[config.mk]
export PLATFORM = sky130hd
export DESIGN_NAME = simsamp_seq
export DESIGN_NICKNAME = d
export VERILOG_FILES = /design/src/rtl/ssq_pkg.sv /design/src/rtl/ssq_chan_src.sv /design/src/rtl/ssq_tick.sv /design/src/rtl/ssq_store.sv /design/src/rtl/simsamp_seq.sv
export SDC_FILE = /design/constraint.sdc
export NUM_CORES = 1
export LEC_CHECK = 0
export BUFFER_PORTS_ARGS = -buffer_cell sky130_fd_sc_hd__buf_2
export CAP_MARGIN = 10
export CORE_ASPECT_RATIO = 1.1
export CORE_MARGIN = 3
export CORE_UTILIZATION = 28
export CTS_BUF_LIST = sky130_fd_sc_hd__clkbuf_8 sky130_fd_sc_hd__clkbuf_16
export CTS_CLUSTER_DIAMETER = 200
export CTS_CLUSTER_SIZE = 14
export DETAILED_ROUTE_END_ITERATION = 7
export SLEW_MARGIN = 20
export SYNTH_ARGS = -nofsm -noshare
export SYNTH_HDL_FRONTEND = slang
export SYNTH_SLANG_ARGS = --single-unit
[constraint.sdc]
create_clock -name clk -period 2.3 [get_ports clk]
set_input_delay 0.23 -clock clk [delete_from_list [all_inputs] [get_ports clk]]
set_output_delay 0.23 -clock clk [all_outputs]
set_load 0.005 [all_outputs]
[src/rtl/ssq_pkg.sv]
package ssq_pkg;

  typedef enum logic {
    SQ_IDLE = 1'b0,
    SQ_RUN  = 1'b1
  } sq_state_e;

endpackage

[src/rtl/ssq_chan_src.sv]
module ssq_chan_src #(
  parameter int unsigned NUM_CH = 4
) (
  input  logic              clk,
  input  logic              rst_n,
  input  logic              cs_n,
  input  logic              wr_n,
  input  logic [NUM_CH-1:0] din,
  input  logic [NUM_CH-1:0] sel_pins,
  input  logic              src_sw,
  output logic [NUM_CH-1:0] mask
);

  logic [NUM_CH-1:0] chreg_q, chreg_d;
  logic              chreg_en;

  assign chreg_en = ~cs_n & ~wr_n;

  always_comb begin
    chreg_d = chreg_q;
    if (chreg_en) chreg_d = din;
  end

  always_ff @(posedge clk or negedge rst_n) begin
    if (!rst_n) chreg_q <= '1;
    else        chreg_q <= chreg_d;
  end

  assign mask = src_sw ? chreg_q : sel_pins;

endmodule

[src/rtl/ssq_tick.sv]
module ssq_tick #(
  parameter int unsigned CONV_CYCLES = 8
) (
  input  logic clk,
  input  logic rst_n,
  input  logic clr,
  input  logic en,
  output logic done
);

  localparam int unsigned CNT_W = (CONV_CYCLES > 1) ? $clog2(CONV_CYCLES) : 1;
  localparam logic [CNT_W-1:0] LAST = CNT_W'(CONV_CYCLES - 1);

  logic [CNT_W-1:0] cnt_q, cnt_d;

  assign done = en && (cnt_q == LAST);

  always_comb begin
    cnt_d = cnt_q;
    if (clr)       cnt_d = '0;
    else if (done) cnt_d = '0;
    else if (en)   cnt_d = cnt_q + 1'b1;
  end

  always_ff @(posedge clk or negedge rst_n) begin
    if (!rst_n) cnt_q <= '0;
    else        cnt_q <= cnt_d;
  end

endmodule

[src/rtl/ssq_store.sv]
module ssq_store #(
  parameter int unsigned NUM_CH = 4,
  parameter int unsigned RES_W  = 14
) (
  input  logic             clk,
  input  logic             rst_n,
  input  logic             clr,
  input  logic             wr_en,
  input  logic [RES_W-1:0] wdata,
  input  logic             rd_act,
  output logic [RES_W-1:0] rd_data
);

  localparam int unsigned PTR_W = (NUM_CH > 1) ? $clog2(NUM_CH) : 1;

  logic [RES_W-1:0] mem [NUM_CH];
  logic [PTR_W-1:0] wptr_q, wptr_d, rptr_q, rptr_d;
  logic             rd_q;

  always_comb begin
    wptr_d = wptr_q;
    if (clr)        wptr_d = '0;
    else if (wr_en) wptr_d = wptr_q + 1'b1;
    rptr_d = rptr_q;
    if (clr)                 rptr_d = '0;
    else if (rd_q && !rd_act) rptr_d = rptr_q + 1'b1;
  end

  always_ff @(posedge clk or negedge rst_n) begin
    if (!rst_n) begin
      wptr_q <= '0;
      rptr_q <= '0;
      rd_q   <= 1'b0;
    end else begin
      wptr_q <= wptr_d;
      rptr_q <= rptr_d;
      rd_q   <= rd_act;
    end
  end

  always_ff @(posedge clk) begin
    if (wr_en) mem[wptr_q] <= wdata;
  end

  assign rd_data = rd_act ? mem[rptr_q] : '0;

endmodule

[src/rtl/simsamp_seq.sv]
module simsamp_seq
  import ssq_pkg::*;
#(
  parameter int unsigned NUM_CH      = 4,
  parameter int unsigned RES_W       = 14,
  parameter int unsigned CONV_CYCLES = 8
) (
  input  logic              clk,
  input  logic              rst_n,
  input  logic              start_n,
  input  logic [NUM_CH-1:0] sel_pins,
  input  logic              src_sw,
  input  logic              cs_n,
  input  logic              wr_n,
  input  logic              rd_n,
  input  logic [NUM_CH-1:0] din,
  output logic              busy,
  output logic              eoc_n,
  output logic [NUM_CH-1:0] hold,
  output logic [RES_W-1:0]  rd_data
);

  localparam int unsigned CH_W  = (NUM_CH > 1) ? $clog2(NUM_CH) : 1;
  localparam int unsigned TAG_W = RES_W - CH_W;

  // reset: asserted asynchronously, released on the clock
  logic rst_s1, rst_sn;
  always_ff @(posedge clk or negedge rst_n) begin
    if (!rst_n) begin
      rst_s1 <= 1'b0;
      rst_sn <= 1'b0;
    end else begin
      rst_s1 <= 1'b1;
      rst_sn <= rst_s1;
    end
  end

  sq_state_e         state_q, state_d;
  logic [NUM_CH-1:0] pend_q, pend_d, sel_mask, cur_bit;
  logic [CH_W-1:0]   cur_ch;
  logic [TAG_W-1:0]  seq_q, seq_d;
  logic              busy_q, busy_d, eoc_q, eoc_d;
  logic [NUM_CH-1:0] hold_q, hold_d;
  logic              start_q, start_edge, accept, conv_en, conv_done;
  logic [RES_W-1:0]  result;

  assign start_edge = start_n & ~start_q;
  assign accept     = start_edge && (state_q == SQ_IDLE);
  assign conv_en    = (state_q == SQ_RUN) && (pend_q != '0);

  // lowest pending channel goes first
  always_comb begin
    cur_ch = '0;
    for (int i = NUM_CH - 1; i >= 0; i--) begin
      if (pend_q[i]) cur_ch = CH_W'(i);
    end
    cur_bit = '0;
    cur_bit[cur_ch] = 1'b1;
  end

  assign result = {cur_ch, seq_q};

  ssq_chan_src #(.NUM_CH(NUM_CH)) u_src (
    .clk(clk), .rst_n(rst_sn), .cs_n(cs_n), .wr_n(wr_n), .din(din),
    .sel_pins(sel_pins), .src_sw(src_sw), .mask(sel_mask)
  );

  ssq_tick #(.CONV_CYCLES(CONV_CYCLES)) u_tick (
    .clk(clk), .rst_n(rst_sn), .clr(accept), .en(conv_en), .done(conv_done)
  );

  ssq_store #(.NUM_CH(NUM_CH), .RES_W(RES_W)) u_store (
    .clk(clk), .rst_n(rst_sn), .clr(accept), .wr_en(conv_done),
    .wdata(result), .rd_act(~cs_n & ~rd_n), .rd_data(rd_data)
  );

  always_comb begin
    state_d = state_q;
    pend_d  = pend_q;
    seq_d   = seq_q;
    busy_d  = busy_q;
    hold_d  = hold_q;
    eoc_d   = 1'b1;
    unique case (state_q)
      SQ_IDLE: begin
        if (accept) begin
          state_d = SQ_RUN;
          pend_d  = sel_mask;
          busy_d  = 1'b1;
          hold_d  = '1;
        end
      end
      SQ_RUN: begin
        if (pend_q == '0) begin
          state_d = SQ_IDLE;
          busy_d  = 1'b0;
          hold_d  = '0;
          seq_d   = seq_q + 1'b1;
        end else if (conv_done) begin
          pend_d = pend_q & ~cur_bit;
          eoc_d  = 1'b0;
        end
      end
      default: state_d = SQ_IDLE;
    endcase
  end

  always_ff @(posedge clk or negedge rst_sn) begin
    if (!rst_sn) begin
      state_q <= SQ_IDLE;
      pend_q  <= '0;
      seq_q   <= '0;
      busy_q  <= 1'b0;
      hold_q  <= '0;
      eoc_q   <= 1'b1;
      start_q <= 1'b1;
    end else begin
      state_q <= state_d;
      pend_q  <= pend_d;
      seq_q   <= seq_d;
      busy_q  <= busy_d;
      hold_q  <= hold_d;
      eoc_q   <= eoc_d;
      start_q <= start_n;
    end
  end

  assign busy  = busy_q;
  assign eoc_n = eoc_q;
  assign hold  = hold_q;

endmodule

==> out/metrics.cfg, run 1 <==
[sta]
setup_violations = 0
finalCritPeriodShare_pct = 88.98
slew_viol_final = 0
finalHoldViolCount = 0
timing.fmax_mhz = 488.6
fin_crit_ns = 2.047
rsz0062_at_grt = no
fin_hold_ws_ns = 0.1339
finalClockSkew_ns = 0.007722
setup_tns_ns = 0

[global_routing]
grt_max_degree = 33
grt_use_total_pct = 9.680
grt_antenna_before_repair = 0
grt_pass1_wl_um = 10970
grt_overflow = 0
grt_pass1_vias = 2104

[synthesis]
synthTopCellsByCount = edfxtp_1, dfrtp_1, and2_1
synth_largest_area_cell = edfxtp_1
syn_nets = 264
synthArstFlopShare_pct = 37.78
synth_edf_count = 56
ys_types = 35
synth_warnings = 0
avgSynthCellArea_um2 = 15.52
synth.top_cell.area_share_pct = 44.77
synth_area_um2 = 3756
synth_seq_cells = 90
seq_area_frac_synth_pct = 67.62
synthTopCellsByArea = edfxtp_1, dfrtp_1, mux4_2
synth_most_common_cell = edfxtp_1
syn-instance-count = 242
synth_ff_type = edfxtp_1

[cts]
cts_max_path_buffers = 2
post_cts_resized = 0
cts_sinks = 90
htree_levels = 3
path_clk_slew_ns = 0.06
clk_latency_ns = 0.34
cts_tree = built
cts_setup_buffers = 0
numCtsBuffers = 9
cts_root_buf = clkbuf_16

[floorplan]
die_h_um = 127.5
core_area_um2 = 12860
rows = 43
die_x_um = 116.4
start_util_pct = 29.21
dieArea_um2 = 14840
io-pin-count = 35

[run]
max_cap_violations = 0

[route]
dr.pass1.iters = 6
via_per_inst = 4.476
drt_wl_total_um = 6563
route.detailed.drc = 0
num_vias = 2014
ant_nets = 0
drt_iter0_drc = 98
avgRoutedWirePerCell_um = 14.58

[power_and_ir_drop]
p_per_area_nw_per_um2 = 1040
vdd_ir_drop_max_mv = 0.5917
leakagePower_nw = 1.771

[placed_design]
port_buffers = 34
finalWeightedCongestion = 0.6927
dp_hpwl_um = 4483

[setup_path]
crit_fanout = 16
path_cells = buf_4 -> mux4_2 -> and2_1 -> buf_2
cpPeakStageDelay_ns = 0.56
slowest_stage = mux4_2
path_class = flop to primary output
cp-end-kind = primary output
crit_required_ns = 2.07
crit_arrival_ns = 1.82
cp-start-kind = flop

[hold_path]
min_path_type = input pin to flop

[final_layout]
final_net_count = 310
area.growth.synth_to_final_pct = 18.75
diodes = 0
drive_above_1_share_pct = 31.40

[outcome]
status = finished clean

[routing by layer]
layer	global-route usage [%]	routed length, um	vias to the layer above
met4	2.457	66	0
li1	-	-	967
met3	3.221	269	7
met2	16.63	3375	39
met1	11.62	2852	1001
met5	0	0	-
[stage by stage]
| step | total power [mW] | worst slack (ns) | cells | utilization, % | cell area [um2] |
|---|---|---|---|---|---|
| CTS | 4.710 | 0.1902 | 450 | 34.69 | 4461 |
| detailed placement | 3.229 | 0.4342 | 432 | 32.18 | 4138 |
| global placement | 3.194 | 0.5135 | 432 | 32.18 | 4138 |
| global route | 4.910 | 0.1600 | 450 | 34.69 | 4461 |
| floorplan | 2.930 | 0.4883 | 242 | - | 3756 |
| finish | 4.640 | 0.2533 | 450 | 34.69 | 4461 |
[critical path, delay by kind of cell (launching register included)]
kind,cells,cell delay (ns)
mux,1,0.56
buf+inv,2,0.43
flops,1,0.32
simple gates,1,0.17
[state kept, by name (all words and copies together) (netlist names)]
signal	cells
start_q	1
u_store.wptr_q	2
u_store.rd_q	1
rst_s1	1
u_tick.cnt_q	3
hold	1
pend_q	4
u_src.chreg_q	4
eoc_n	1
u_store.rptr_q	2
seq_q	12
rst_sn	1
state_q	1
u_store.mem	56
[placed cells by master (no fill, tap or decap), drive strengths merged, types with 3 or more instances in the layout]
master,count
xor2,7
mux2,5
edfxtp,56
and3,4
xnor2,7
clkbuf,9
nand3,7
buf,44
mux4,14
and2,19
nand4,3
a21oi,4
inv,10
dfstp,6
nor3,3
mux2i,5
nor2,14
dfrtp,28
ha,7
o21ai,9
nand2,16
[power breakdown]
group	switching (mW)	total, mW	internal, mW
Sequential	0.184	2.16	1.98
Combinational	0.503	1.00	0.501
Clock	0.619	1.47	0.853
Total	1.31	4.64	3.33
[layout make-up]
class | instances | area (um2)
Clock buffer | 9 | 225.2
Clock inverter | 7 | 77.57
Fill cell | 1251 | 8398
Inverter | 6 | 22.52
Multi-Input combinational cell | 135 | 1134
Sequential cell | 90 | 2540
Tap cell | 157 | 196.4
Timing Repair Buffer | 46 | 265.3
[final timing paths]
| check | from | endpoint | slack, ns | depth (start not counted) |
|---|---|---|---|---|
| max in group asynchronous | rst_sn | u_src.chreg_q[3] | 1.69 | 1 |
| setup reg to reg | u_tick.cnt_q[0] | u_store.mem[1][12] | 0.47 | 6 |
| hold reg to reg | rst_sn | u_tick.cnt_q[2] | 0.27 | 1 |
| hold / removal | din[2] | u_src.chreg_q[2] | 0.13 | 2 |
| min in group asynchronous | rst_n | rst_sn | 0.21 | 2 |
| setup / recovery | u_store.rptr_q[0] | rd_data[10] | 0.25 | 4 |
[repair_timing]
item,in CTS,in global routing
hold buffers,2,0
hold endpoints to repair,3,0
endpoints found under the setup margin,0,0
[cell families (layout without fill, tap and decap cells)]
family | after synthesis | after routing | share of synthesized area (%)
buffers and inverters | 17 | 68 | 2.198
adders and majority gates | 7 | 7 | 2.332
muxes | 24 | 24 | 11.23
other | 1 | 1 | 0.09984
xor gates and xnor gates | 14 | 14 | 3.265
AOI/OAI and AO/OA | 16 | 16 | 2.298
and+or+nand+nor | 73 | 73 | 10.96
DFF | 90 | 90 | 67.62
No activity file was read; power rests on OpenSTA's default activity.
==> inputs of run 2 (changes only) <==
Settings changed: BUFFER_PORTS_ARGS -buffer_cell sky130_fd_sc_hd__buf_2 to -buffer_cell sky130_fd_sc_hd__clkbuf_2, CORE_ASPECT_RATIO 1.1 to 0.5, CTS_CLUSTER_DIAMETER 200 to not set.
==> out/metrics.cfg, run 2 (synthesized netlist as in run 1, its figures left out) <==
[cts]
post_cts_resized = 0
clk_latency_ns = 0.34
cts_sinks = 90
htree_levels = 3
cts_tree = built
numCtsBuffers = 9
cts_root_buf = clkbuf_16
path_clk_slew_ns = 0.06
cts_max_path_buffers = 2

[final_layout]
final_net_count = 310
area.growth.synth_to_final_pct = 18.65
regMostFlops = u_store.mem
drive_above_1_share_pct = 31.40
n_fill_cell = 1211
layout_common_cells = edfxtp_1, clkbuf_2, dfrtp_1
largest_register_ffs = 56
reg_top3 = u_store.mem: 56 flops, seq_q: 12 flops
diodes = 0
layout_commonest_cell = edfxtp_1
fin_area_um2 = 4457
utilization_pct = 34.60

[setup_path]
reg2reg_setup_slack_ns = 0.42
slowest_stage = dfrtp_1
crit_required_ns = 2.07
path_cells = mux4_2 -> and2_1 -> clkbuf_2
cp-end-kind = primary output
cpPeakStageDelay_ns = 0.76
cp-start-kind = flop
crit_arrival_ns = 1.79
crit_fanout = 15
path_class = flop to primary output

[placed_design]
dp_hpwl_um = 4712
dpl_cell_area_um2 = 4154
finalWeightedCongestion = 0.6843
port_buffers = 34
pre_cts_ws_ns = 0.4262

[global_routing]
grt_overflow = 0
grt_pass1_wl_um = 11010
grt_antenna_before_repair = 0
grt_pass1_vias = 2251
grt_use_total_pct = 9.582
grt_max_degree = 20

[power_and_ir_drop]
vdd_ir_drop_max_mv = 0.3630
switching_share_pct = 28.95
leakagePower_nw = 1.762
p_seq_share_pct = 48.9
p_per_area_nw_per_um2 = 1022
power.internal_mw = 3.235
p_sw_mw = 1.318
combPwrFrac_pct = 20.8
p_clk_share_pct = 30.2

[sta]
fin_ws_ns = 0.2779
fin_crit_ns = 2.022
finalCritPeriodShare_pct = 87.92
slew_viol_final = 0
timing.fmax_mhz = 494.5
setup_violations = 0
finalClockSkew_ns = 0.004381
fin_hold_ws_ns = 0.1246
relSlewSlack_pct = 56.82
rsz0062_at_grt = no
setup_tns_ns = 0
finalHoldViolCount = 0
worst_pin_slew_ns = 0.6477

[route]
dr.pass1.iters = 4
via_per_inst = 4.471
num_vias = 2070
drt_iter0_drc = 78
ant_nets = 0
drt_wl_total_um = 6635
route.detailed.drc = 0
avgRoutedWirePerCell_um = 14.33

[hold_path]
min_path_type = input pin to flop

[floorplan]
core_area_um2 = 12880
rows = 29
start_util_pct = 29.16
die_h_um = 87.90
die_x_um = 169.8
io-pin-count = 35
dieArea_um2 = 14930

[outcome]
status = finished clean

[run]
max_cap_violations = 0

[run 2: final cells by class]
type	count	area [um2]	share of cell area, %
Sequential cell	90	2540	56.99
Multi-Input combinational cell	135	1134	25.44
Timing Repair Buffer	46	265.3	5.952
Clock buffer	9	225.2	5.053
Tap cell	170	212.7	4.773
Clock inverter	7	57.56	1.291
Inverter	6	22.52	0.5053
[run 2: worst max-delay path, delay by kind of cell, from the launching register on]
kind	cells	cell delay (ns)
buf+inv	1	0.11
mux	1	0.42
simple gates	1	0.17
flops	1	0.76
[run 2: what timing repair did]
item | 4_1_cts | 5_1_grt
endpoints found under the hold margin | 3 | 0
hold buffers | 2 | 0
buffers inserted | 0 | 0
[run 2: through the flow]
step | total power [mW] | instances
6_report | 4.553 | 463
5_1_grt | 4.816 | 463
4_1_cts | 4.630 | 463
3_5_place_dp | 3.237 | 445
3_3_place_gp | 3.182 | 445
2_1_floorplan | 2.930 | 242
[run 2: worst paths after layout]
kind	start	to	depth (start not counted)
max in group asynchronous	rst_sn	eoc_n	1
min in group asynchronous	rst_n	rst_s1	2
hold / removal	din[3]	u_src.chreg_q[3]	2
setup reg to reg	u_tick.cnt_q[0]	u_store.mem[0][11]	6
setup / recovery	u_store.rptr_q[1]	rd_data[0]	3
hold reg to reg	rst_sn	u_tick.cnt_q[0]	0
[run 2: layer usage]
| layer | GRT usage, % | vias up | routed length, um | share of wire, % |
|---|---|---|---|---|
| li1 | - | 970 | - | - |
| met1 | 11.10 | 1059 | 2870 | 43 |
| met2 | 17.46 | 31 | 3482 | 52 |
| met3 | 2.750 | 10 | 186 | 2.8 |
| met4 | 3.042 | 0 | 95 | 1.4 |
| met5 | 0 | - | 0 | 0 |
[run 2: power groups by stage]
| stage | registers, mW | clock network (mW) | logic [mW] |
|---|---|---|---|
| after detailed placement | 2.27 | 0 | 0.970 |
| after global placement | 2.24 | 0 | 0.943 |
| after floorplan | 2.17 | 0 | 0.763 |
| after global routing | 2.26 | 1.47 | 1.08 |
| after CTS | 2.23 | 1.42 | 0.979 |
| final | 2.23 | 1.38 | 0.949 |
